### config.mk
export PLATFORM = sky130hd
export DESIGN_NAME = chained_period_timer
export DESIGN_NICKNAME = d
export VERILOG_FILES = /design/src/rtl/ptmr_pkg.sv /design/src/rtl/ptmr_regdec.sv /design/src/rtl/ptmr_channel.sv /design/src/rtl/chained_period_timer.sv
export SDC_FILE = /design/constraint.sdc
export NUM_CORES = 1
export LEC_CHECK = 0
export BUFFER_PORTS_ARGS = -buffer_cell sky130_fd_sc_hd__buf_4
export CORE_ASPECT_RATIO = 0.75
export CORE_MARGIN = 2
export CORE_UTILIZATION = 44
export CTS_CLUSTER_DIAMETER = 120
export DETAILED_ROUTE_END_ITERATION = 16
export GPL_TIMING_DRIVEN = 0
export PLACE_DENSITY_LB_ADDON = 0.1
export SYNTH_ARGS = -nofsm -noshare
export SYNTH_HDL_FRONTEND = slang
export SYNTH_SLANG_ARGS = --single-unit
### constraint.sdc
create_clock -name clk -period 3.2 [get_ports clk]
set_input_delay 0.48 -clock clk [delete_from_list [all_inputs] [get_ports clk]]
set_output_delay 0.48 -clock clk [all_outputs]
set_load 0.03 [all_outputs]
### src/rtl/ptmr_pkg.sv
package ptmr_pkg;
  localparam int BUS_W = 32;

  // register slot inside a channel window, selected by address bits [3:2]
  localparam logic [1:0] SLOT_LOAD = 2'd0;
  localparam logic [1:0] SLOT_CUR  = 2'd1;
  localparam logic [1:0] SLOT_CTRL = 2'd2;
  localparam logic [1:0] SLOT_FLAG = 2'd3;

  // module control bit positions
  localparam int MC_FREEZE  = 0;
  localparam int MC_DISABLE = 1;

  // channel control, bit 0 = enable, bit 1 = irq enable, bit 2 = chain
  typedef struct packed {
    logic chain;
    logic ie;
    logic en;
  } ch_ctrl_t;
endpackage

### src/rtl/ptmr_regdec.sv
module ptmr_regdec #(
  parameter int N_CH   = 4,
  parameter int ADDR_W = 12
) (
  input  logic [ADDR_W-1:0] addr,
  output logic              mcr_hit,
  output logic [N_CH-1:0]   ch_hit,
  output logic [1:0]        slot
);
  localparam int BANK_W = ADDR_W - 8;

  logic in_bank;

  assign mcr_hit = (addr == '0);
  assign in_bank = (addr[ADDR_W-1:8] == BANK_W'(1)) && (addr[1:0] == 2'b00);
  assign slot    = addr[3:2];

  for (genvar i = 0; i < N_CH; i++) begin : g_hit
    assign ch_hit[i] = in_bank && (addr[7:4] == 4'(i));
  end
endmodule

### src/rtl/ptmr_channel.sv
module ptmr_channel #(
  parameter int CNT_W = 32,
  parameter bit FIRST = 1'b0
) (
  input  logic                clk,
  input  logic                rst,
  input  logic                run,
  input  logic                chain_in,
  input  logic                ld_we,
  input  logic                ctl_we,
  input  logic                flg_clr,
  input  logic [CNT_W-1:0]    wdata,
  output logic                expire,
  output logic [CNT_W-1:0]    ld_q,
  output logic [CNT_W-1:0]    cnt_q,
  output ptmr_pkg::ch_ctrl_t  ctrl_q,
  output logic                flag_q,
  output logic                irq
);
  logic step;
  logic active;
  logic en_rise;

  if (FIRST) begin : g_head
    assign step = 1'b1;
  end else begin : g_link
    assign step = ctrl_q.chain ? chain_in : 1'b1;
  end

  assign active  = ctrl_q.en && run && step;
  assign expire  = active && (cnt_q == '0);
  assign en_rise = ctl_we && wdata[0] && !ctrl_q.en;
  assign irq     = flag_q && ctrl_q.ie;

  always_ff @(posedge clk) begin
    if (rst) begin
      ld_q   <= '0;
      cnt_q  <= '0;
      ctrl_q <= '0;
      flag_q <= 1'b0;
    end else begin
      if (ld_we)  ld_q   <= wdata;
      if (ctl_we) ctrl_q <= ptmr_pkg::ch_ctrl_t'(wdata[2:0]);
      if (en_rise || expire) cnt_q <= ld_q;
      else if (active)       cnt_q <= cnt_q - 1'b1;
      flag_q <= expire || (flag_q && !flg_clr);
    end
  end
endmodule

### src/rtl/chained_period_timer.sv
module chained_period_timer #(
  parameter int N_CH   = 4,
  parameter int CNT_W  = 32,
  parameter int ADDR_W = 12
) (
  input  logic              clk,
  input  logic              rst,
  input  logic              reg_we,
  input  logic              reg_re,
  input  logic [ADDR_W-1:0] reg_addr,
  input  logic [31:0]       reg_wdata,
  output logic [31:0]       reg_rdata,
  input  logic              dbg_halt,
  output logic [N_CH-1:0]   irq
);
  import ptmr_pkg::*;

  logic                       mcr_hit;
  logic [N_CH-1:0]            ch_hit;
  logic [1:0]                 slot;
  logic                       frz_q;
  logic                       mdis_q;
  logic                       run;
  logic [N_CH-1:0]            ch_exp;
  logic [N_CH-1:0]            chain_in;
  logic [N_CH-1:0]            ch_flag;
  logic [N_CH-1:0]            ch_ie;
  logic [N_CH-1:0]            ch_en;
  logic [N_CH-1:0]            ch_chain;
  logic [N_CH-1:0]            flg_clr;
  logic [N_CH-1:0][CNT_W-1:0] ch_cnt;
  logic [N_CH-1:0][CNT_W-1:0] ch_ld;
  logic [BUS_W-1:0]           rd_val;

  ptmr_regdec #(.N_CH(N_CH), .ADDR_W(ADDR_W)) dec_i (
    .addr    (reg_addr),
    .mcr_hit (mcr_hit),
    .ch_hit  (ch_hit),
    .slot    (slot)
  );

  assign run      = !mdis_q && !(frz_q && dbg_halt);
  assign chain_in = {ch_exp[N_CH-2:0], 1'b0};

  for (genvar i = 0; i < N_CH; i++) begin : g_ch
    ch_ctrl_t ctl;
    logic     sel_w;

    assign sel_w      = reg_we && ch_hit[i];
    assign flg_clr[i] = sel_w && (slot == SLOT_FLAG) && reg_wdata[0];

    ptmr_channel #(.CNT_W(CNT_W), .FIRST(i == 0)) ch_i (
      .clk      (clk),
      .rst      (rst),
      .run      (run),
      .chain_in (chain_in[i]),
      .ld_we    (sel_w && (slot == SLOT_LOAD)),
      .ctl_we   (sel_w && (slot == SLOT_CTRL)),
      .flg_clr  (flg_clr[i]),
      .wdata    (reg_wdata[CNT_W-1:0]),
      .expire   (ch_exp[i]),
      .ld_q     (ch_ld[i]),
      .cnt_q    (ch_cnt[i]),
      .ctrl_q   (ctl),
      .flag_q   (ch_flag[i]),
      .irq      (irq[i])
    );

    assign ch_en[i]    = ctl.en;
    assign ch_ie[i]    = ctl.ie;
    assign ch_chain[i] = ctl.chain;
  end

  always_ff @(posedge clk) begin
    if (rst) begin
      frz_q  <= 1'b0;
      mdis_q <= 1'b1;
    end else if (reg_we && mcr_hit) begin
      frz_q  <= reg_wdata[MC_FREEZE];
      mdis_q <= reg_wdata[MC_DISABLE];
    end
  end

  always_comb begin
    rd_val = '0;
    if (mcr_hit) rd_val = {29'b0, 1'b1, mdis_q, frz_q};
    for (int i = 0; i < N_CH; i++) begin
      if (ch_hit[i]) begin
        case (slot)
          SLOT_LOAD: rd_val = BUS_W'(ch_ld[i]);
          SLOT_CUR:  rd_val = ch_en[i] ? BUS_W'(ch_cnt[i]) : '0;
          SLOT_CTRL: rd_val = {29'b0, ch_chain[i], ch_ie[i], ch_en[i]};
          default:   rd_val = {31'b0, ch_flag[i]};
        endcase
      end
    end
  end

  always_ff @(posedge clk) begin
    if (rst)         reg_rdata <= '0;
    else if (reg_re) reg_rdata <= rd_val;
  end
endmodule

==> results of run 1 <==
==> power by group through the flow <==
| stage | clock [mW] | combinational, mW | sequential, mW |
|---|---|---|---|
| floorplan | 0 | 0.140 | 3.96 |
| global placement | 0 | 0.427 | 3.93 |
| detailed placement | 0 | 0.428 | 3.93 |
| CTS | 4.18 | 0.431 | 3.84 |
| global route | 4.33 | 0.455 | 3.84 |
| finish | 4.18 | 0.449 | 3.84 |
==> what timing repair did <==
item,CTS,global route
buffers inserted,33,8
endpoints found under the setup margin,129,120
cloned,5,7
resized for setup,175,63
pin swaps,43,29
==> cells by family (layout without fill, tap and decap cells) <==
group,after synthesis,count (layout),synth area share [%]
compound gates,760,760,29.1
xor+xnor,7,7,0.375
fa+ha+maj,6,6,0.459
buf+inv,217,405,5.77
flops,306,306,37.5
mux,22,22,1.41
other cells,0,1,0
simple gates,921,921,25.4
==> final cells by class <==
| type | instances | share of cell area [%] |
|---|---|---|
| Sequential cell | 306 | 30.6 |
| Inverter | 31 | 0.579 |
| Timing Repair Buffer | 134 | 6.07 |
| Clock buffer | 50 | 5.20 |
| Multi-Input combinational cell | 1716 | 48.9 |
| Buffer | 180 | 5.04 |
| Tap cell | 504 | 3.14 |
| Clock inverter | 10 | 0.510 |
| Antenna cell | 1 | 0.0124 |
==> registers in the layout, indices dropped and copies added, names as in the netlist <==
name / cells
g_ch.ch_i.cnt_q: 128
g_ch.ch_i.ld_q: 128
reg_rdata: 32
g_ch.ch_i.ctrl_q: 12
g_ch.ch_i.flag_q: 4
frz_q: 1
mdis_q: 1
==> path summary, 6_finish.rpt <==
kind,startpoint,to,slack [ps],depth (start not counted)
worst max-delay path,frz_q,g_ch[3].ch_i.cnt_q[31],-250,9
worst min-delay path,reg_wdata[3],g_ch[2].ch_i.ld_q[3],250,3
worst max register to register,frz_q,g_ch[3].ch_i.cnt_q[31],-250,9
worst min register to register,g_ch[3].ch_i.ld_q[30],g_ch[3].ch_i.ld_q[30],470,2
==> metal layers <==
layer,up-vias,track usage (%)
met5,-,0
met2,1264,56.7
li1,8481,-
met4,0,23.5
met1,9022,53.4
met3,244,9.77
==> through the flow <==
stage,cell area [um^2],utilization (%),TNS (ps)
finish,20100,54.5,-10490
global route,20100,54.5,-14910
CTS,19700,53.5,-5190
detailed placement,17600,47.8,-96960
global placement,17600,47.8,-90060
floorplan,16400,-,-96.6
==> synth_stat cells, drive strengths merged, types with 5 or more instances <==
library cell / count / share of area (%)
o22ai: 64 / 2.5
dfxtp: 306 / 37
nand2b: 11 / 0.42
or2: 5 / 0.19
a221oi: 16 / 0.86
o32ai: 6 / 0.37
ha: 6 / 0.46
nor4: 43 / 1.7
a22oi: 131 / 6.0
mux2: 8 / 0.55
nand2: 416 / 9.6
and3: 9 / 0.35
or4: 12 / 0.64
nand3: 40 / 1.3
mux2i: 14 / 0.86
a211oi: 43 / 2.0
a21o: 8 / 0.38
a21oi: 274 / 8.4
o211ai: 10 / 0.46
or3: 16 / 0.62
nor3b: 5 / 0.23
nor3: 80 / 2.5
nand3b: 8 / 0.37
o21ai: 120 / 3.7
clkbuf: 165 / 4.0
buf: 18 / 0.75
a32oi: 8 / 0.43
o31ai: 10 / 0.49
inv: 31 / 0.71
nand4: 19 / 0.73
nand4b: 6 / 0.32
a31oi: 36 / 1.5
nor2: 210 / 4.8
and2: 29 / 1.1
==> worst max-delay path: stages (launching register included) <==
cell	delay (ps)
sky130_fd_sc_hd__dfxtp_1	350
sky130_fd_sc_hd__a21oi_2	510
sky130_fd_sc_hd__nand2_1	440
sky130_fd_sc_hd__o41a_1	590
sky130_fd_sc_hd__nor3_2	340
sky130_fd_sc_hd__a21oi_1	200
sky130_fd_sc_hd__nor2_2	300
sky130_fd_sc_hd__clkbuf_4	290
sky130_fd_sc_hd__nand3b_1	130
sky130_fd_sc_hd__a31oi_1	200
==> results_dict.tcl, run 1 <==
set metrics [dict create \
    global_route.overflow_total 0 \
    synthesis.area_per_instance_um2 7.30 \
    wl_met3_um 9210 \
    routed_wire_length_per_instance_um 26.8 \
    yosysSeqAreaShare_pct 37.5 \
    worst_ep_arrival_time_ps 3900 \
    timing.critical_path.from_type "flip-flop" \
    synth_cell_types 88 \
    cts_root_buffer "sky130_fd_sc_hd__clkbuf_16" \
    final_hold_viol_count 0 \
    fillCellCount 3561 \
    die-width_um 227 \
    ys.flop_type "sky130_fd_sc_hd__dfxtp_1" \
    setup_ws_ps -245 \
    most_common_cell_after_layout_fill_and_taps_aside "sky130_fd_sc_hd__nand2_1" \
    max_slew.worst_pin.slew_ps 1290 \
    drt_pre_antenna_iters 7 \
    post_synth_arst_share_pct 0 \
    floorplan.die_area_um2 38700 \
    place_congestion 0.989 \
    finalHoldWorstSlack_ps 247 \
    rsz_0062_raised_after_global_routing "yes" \
    fin_worst_skew_ps 17.8 \
    final_min_period_over_clock_period_pct 108 \
    layout-area-overhead-vs-synth_pct 23.1 \
    finalSetupViolations 89 \
    clock_insertion_delay_worst_skew_ps 540 \
    final_cell_count_no_fill 2932 \
    routed-wl-met2_um 32100 \
    period_minus_slack_ps 3450 \
    numPlacedInstances 2824 \
    detailedPlace.worstSlack_ps -1020 \
    intPower_mw 6.36 \
    clock_sink_count 306 \
    grt_antenna_before_repair 3 \
    synth_nets 2294 \
    final_nets 2459 \
    cts.path.max_buffers 3 \
    seq_pwr_share_pct 45.3 \
    cts_tree "built" \
    number_of_global_route_vias_before_repair 17236 \
    pin_count_of_the_biggest_net_entering_global_routing 14 \
    max_cap_violations 0 \
    grt_usage_pct 39.5 \
    hold_path_class "in2reg" \
    clock_buffer_count_from_cts 35 \
    worst_setup_hold_path_clk_slew_ps 60 \
    static_leakage_power_nw 6.78 \
    maxUsedRoutingLayer "met4" \
    synth_warnings 0 \
    num_vias 19011 \
    combPwrFrac_pct 5.3 \
    power.clock.fraction_pct 49.4 \
    core-area_um2 36900 \
    power_density_nw_per_um2 421 \
    die-height_um 171 \
    power.switching_fraction_pct 24.9 \
    met1_length_um 31800 \
    routed_wl_um 78500 \
    failed_checks "setup timing" \
    antenna_left 0 \
    slew-limit-headroom_pct 13.0 \
    synth-edff-count 0 \
    sequential_cell_area_um2 6140 \
    crit_type "reg2reg" \
    final_max_slew_viol_count 0 \
    fp-row-count 61 \
    crit_fanout 10 \
    final_cell_mix "402 x sky130_fd_sc_hd__nand2_1, 299 x sky130_fd_sc_hd__dfxtp_1, 263 x sky130_fd_sc_hd__a21oi_1" \
    ys_ff_latch 306 \
    cts.hold.buffers_added 0 \
    detail_route.drc_violations 0 \
    port_buffers 81 \
    capturing_element_type_of_the_critical_path "flip-flop" \
    max_freq_ghz 0.290 \
    initial_core_util_pct 44.3 \
    io_pins 85 \
    layout-drive-gt1-share_pct 15.5 \
    total_power_mw 8.47 \
    net_switching_power_mw 2.11 \
    footprint_of_the_multi_input_gates_um2 9830 \
    routed_via_density 6.48 \
    grt_first_pass_wirelength_um 113000 \
    place_hpwl_um 56000 \
    worst_ep_required_time_ps 3650 \
    drt-initial-drc-count 2633 \
    h_tree_depth_reported_by_cts 2 \
    synth_cells 2239 \
    peakVddDrop_v 0.000406 \
    status "finished with violations" \
    mappedNetlistArea_um2 16300 \
]
(Power assumes the default switching activity.)
==> run 2: changes to the inputs <==
--- a/config.mk
+++ b/config.mk
@@ -11,7 +11,6 @@
 export CORE_UTILIZATION = 44
 export CTS_CLUSTER_DIAMETER = 120
 export DETAILED_ROUTE_END_ITERATION = 16
-export GPL_TIMING_DRIVEN = 0
 export PLACE_DENSITY_LB_ADDON = 0.1
 export SYNTH_ARGS = -nofsm -noshare
 export SYNTH_HDL_FRONTEND = slang
==> results_dict.tcl, run 2 (same netlist as run 1, synthesis figures left out) <==
set metrics [dict create \
    status "finished with violations" \
    failed_checks "setup timing" \
    finalSetupViolations 4 \
    pin_count_of_the_biggest_net_entering_global_routing 112 \
    worst_ep_arrival_time_ps 3680 \
    place_congestion 1.01 \
    cts.path.max_buffers 3 \
    io_pins 85 \
    routed_wl_um 66200 \
    max_slew.worst_pin.slew_ps 1300 \
    static_leakage_power_nw 6.92 \
    layout-drive-gt1-share_pct 17.5 \
    layout_top_registers "g_ch.ch_i.cnt_q x128, g_ch.ch_i.ld_q x128, reg_rdata x32" \
    final_max_slew_viol_count 0 \
    clock_buffer_count_from_cts 34 \
    slew-limit-headroom_pct 13.0 \
    setup_ws_ps -33.6 \
    final_hold_viol_count 0 \
    routed_via_density 6.25 \
    fp-row-count 61 \
    final_cell_mix "407 x sky130_fd_sc_hd__nand2_1, 303 x sky130_fd_sc_hd__dfxtp_1, 268 x sky130_fd_sc_hd__a21oi_1" \
    place_area_um2 18500 \
    drt-initial-drc-count 2249 \
    total_power_mw 8.10 \
    crit_type "reg2reg" \
    worst_ep_required_time_ps 3650 \
    final_design_area_excluding_fillers_um2 19900 \
    grt_first_pass_wirelength_um 99100 \
    routed_wire_length_per_instance_um 22.8 \
    crit_fanout 5 \
    cts_tree "built" \
    cts_root_buffer "sky130_fd_sc_hd__clkbuf_16" \
    h_tree_depth_reported_by_cts 2 \
    clock_sink_count 306 \
    hold_path_class "in2reg" \
    die-height_um 171 \
    core-area_um2 36900 \
    global_route.overflow_total 0 \
    setup-tns-final_ps -110 \
    clock_insertion_delay_worst_skew_ps 550 \
    floorplan.die_area_um2 38700 \
    detail_route.drc_violations 0 \
    capturing_element_type_of_the_critical_path "flip-flop" \
    initial_core_util_pct 44.3 \
    place_hpwl_um 47300 \
    finalHoldWorstSlack_ps 232 \
    final_nets 2431 \
    num_vias 18142 \
    antenna_left 0 \
    final_min_period_over_clock_period_pct 101 \
    port_buffers 84 \
    grt_antenna_before_repair 1 \
    most_common_cell_after_layout_fill_and_taps_aside "sky130_fd_sc_hd__nand2_1" \
    grt_usage_pct 33.2 \
    layout-area-overhead-vs-synth_pct 22.1 \
    power_density_nw_per_um2 406 \
    fin_worst_skew_ps 33.5 \
    detailedPlace.worstSlack_ps -29.8 \
    max_freq_ghz 0.309 \
    max_cap_violations 0 \
    number_of_global_route_vias_before_repair 16293 \
    peakVddDrop_v 0.000256 \
    fillCellCount 3597 \
    drt_pre_antenna_iters 7 \
    period_minus_slack_ps 3230 \
    worst_setup_hold_path_clk_slew_ps 70 \
    rsz_0062_raised_after_global_routing "yes" \
    timing.critical_path.from_type "flip-flop" \
    die-width_um 227 \
]
[run 2: changes by cell type in the layout (fill, tap and decap cells not counted), moves of 7 or more]
cell                       before  now
sky130_fd_sc_hd__nor4_1        28   40
sky130_fd_sc_hd__clkbuf_8      18    3
sky130_fd_sc_hd__buf_12         6   15
sky130_fd_sc_hd__buf_4        115  256
sky130_fd_sc_hd__o21ai_1       40   33
sky130_fd_sc_hd__nor4_2        10    3
sky130_fd_sc_hd__clkbuf_4       8    0
sky130_fd_sc_hd__clkbuf_1     129    9
sky130_fd_sc_hd__buf_6         15    8
sky130_fd_sc_hd__clkbuf_2      15    0
[run 2: where the power goes]
| part | switching [mW] | total (mW) | internal (mW) |
|---|---|---|---|
| registers | 0.0113 | 3.84 | 3.83 |
| logic | 0.270 | 0.376 | 0.106 |
| clock network | 1.69 | 3.89 | 2.20 |
[run 2: what timing repair did]
item | in CTS | in global routing
pin swaps | 0 | 22
hold buffers | 0 | 0
resized for setup | 1 | 62
buffers inserted | 0 | 11
endpoints found under the setup margin | 5 | 62
cloned | 0 | 5
[run 2: layer usage]
layer  vias up  wire length, um  share of wire (%)  GRT usage, %
li1       8405                -                  -             -
met1      8776            30200                 46          49.3
met2       863            28400                 43          49.6
met3        98             6110                9.2          5.79
met4         0             1470                2.2          8.24
met5         -                0                  0             0
[run 2: area by class of cell]
| class | instances | area [um^2] | area share (%) |
|---|---|---|---|
| timing repair buffer | 287 | 2460 | 12.3 |
| multi-input combinational | 1716 | 9560 | 47.9 |
| tap | 504 | 631 | 3.16 |
| sequential | 306 | 6130 | 30.7 |
| antenna | 1 | 2.50 | 0.0125 |
| clock buffer | 46 | 926 | 4.64 |
| clock inverter | 11 | 124 | 0.621 |
| inverter | 31 | 116 | 0.583 |
[run 2: path summary, 6_finish.rpt]
| kind | endpoint | slack [ps] | start | cells after the start |
|---|---|---|---|---|
| setup / recovery | g_ch[3].ch_i.cnt_q[23] | -30 | g_ch[2].ch_i.cnt_q[1] | 12 |
| hold reg to reg | g_ch[0].ch_i.ld_q[2] | 470 | g_ch[0].ch_i.ld_q[2] | 2 |
| setup reg to reg | g_ch[3].ch_i.cnt_q[23] | -30 | g_ch[2].ch_i.cnt_q[1] | 12 |
| hold / removal | g_ch[1].ch_i.ld_q[17] | 230 | reg_wdata[17] | 3 |
[run 2: worst max-delay path, cell delays in order, from the launching register on]
cell and delay [ps]:
sky130_fd_sc_hd__dfxtp_2 320, sky130_fd_sc_hd__inv_2 60, sky130_fd_sc_hd__ha_4 120, sky130_fd_sc_hd__or3b_4 370
sky130_fd_sc_hd__or4b_4 520, sky130_fd_sc_hd__or3_4 380, sky130_fd_sc_hd__or4_4 450, sky130_fd_sc_hd__o32a_4 220
sky130_fd_sc_hd__a31oi_4 200, sky130_fd_sc_hd__buf_12 160, sky130_fd_sc_hd__clkbuf_16 140, sky130_fd_sc_hd__nand2_2 40
sky130_fd_sc_hd__a31oi_1 170
[run 2: stage by stage]
step           cells  util, %
2_1_floorplan   2239        -
5_1_grt         2902     54.1
3_5_place_dp    2828     50.1
4_1_cts         2885     53.0
6_report        2902     54.1
3_3_place_gp    2828     50.1
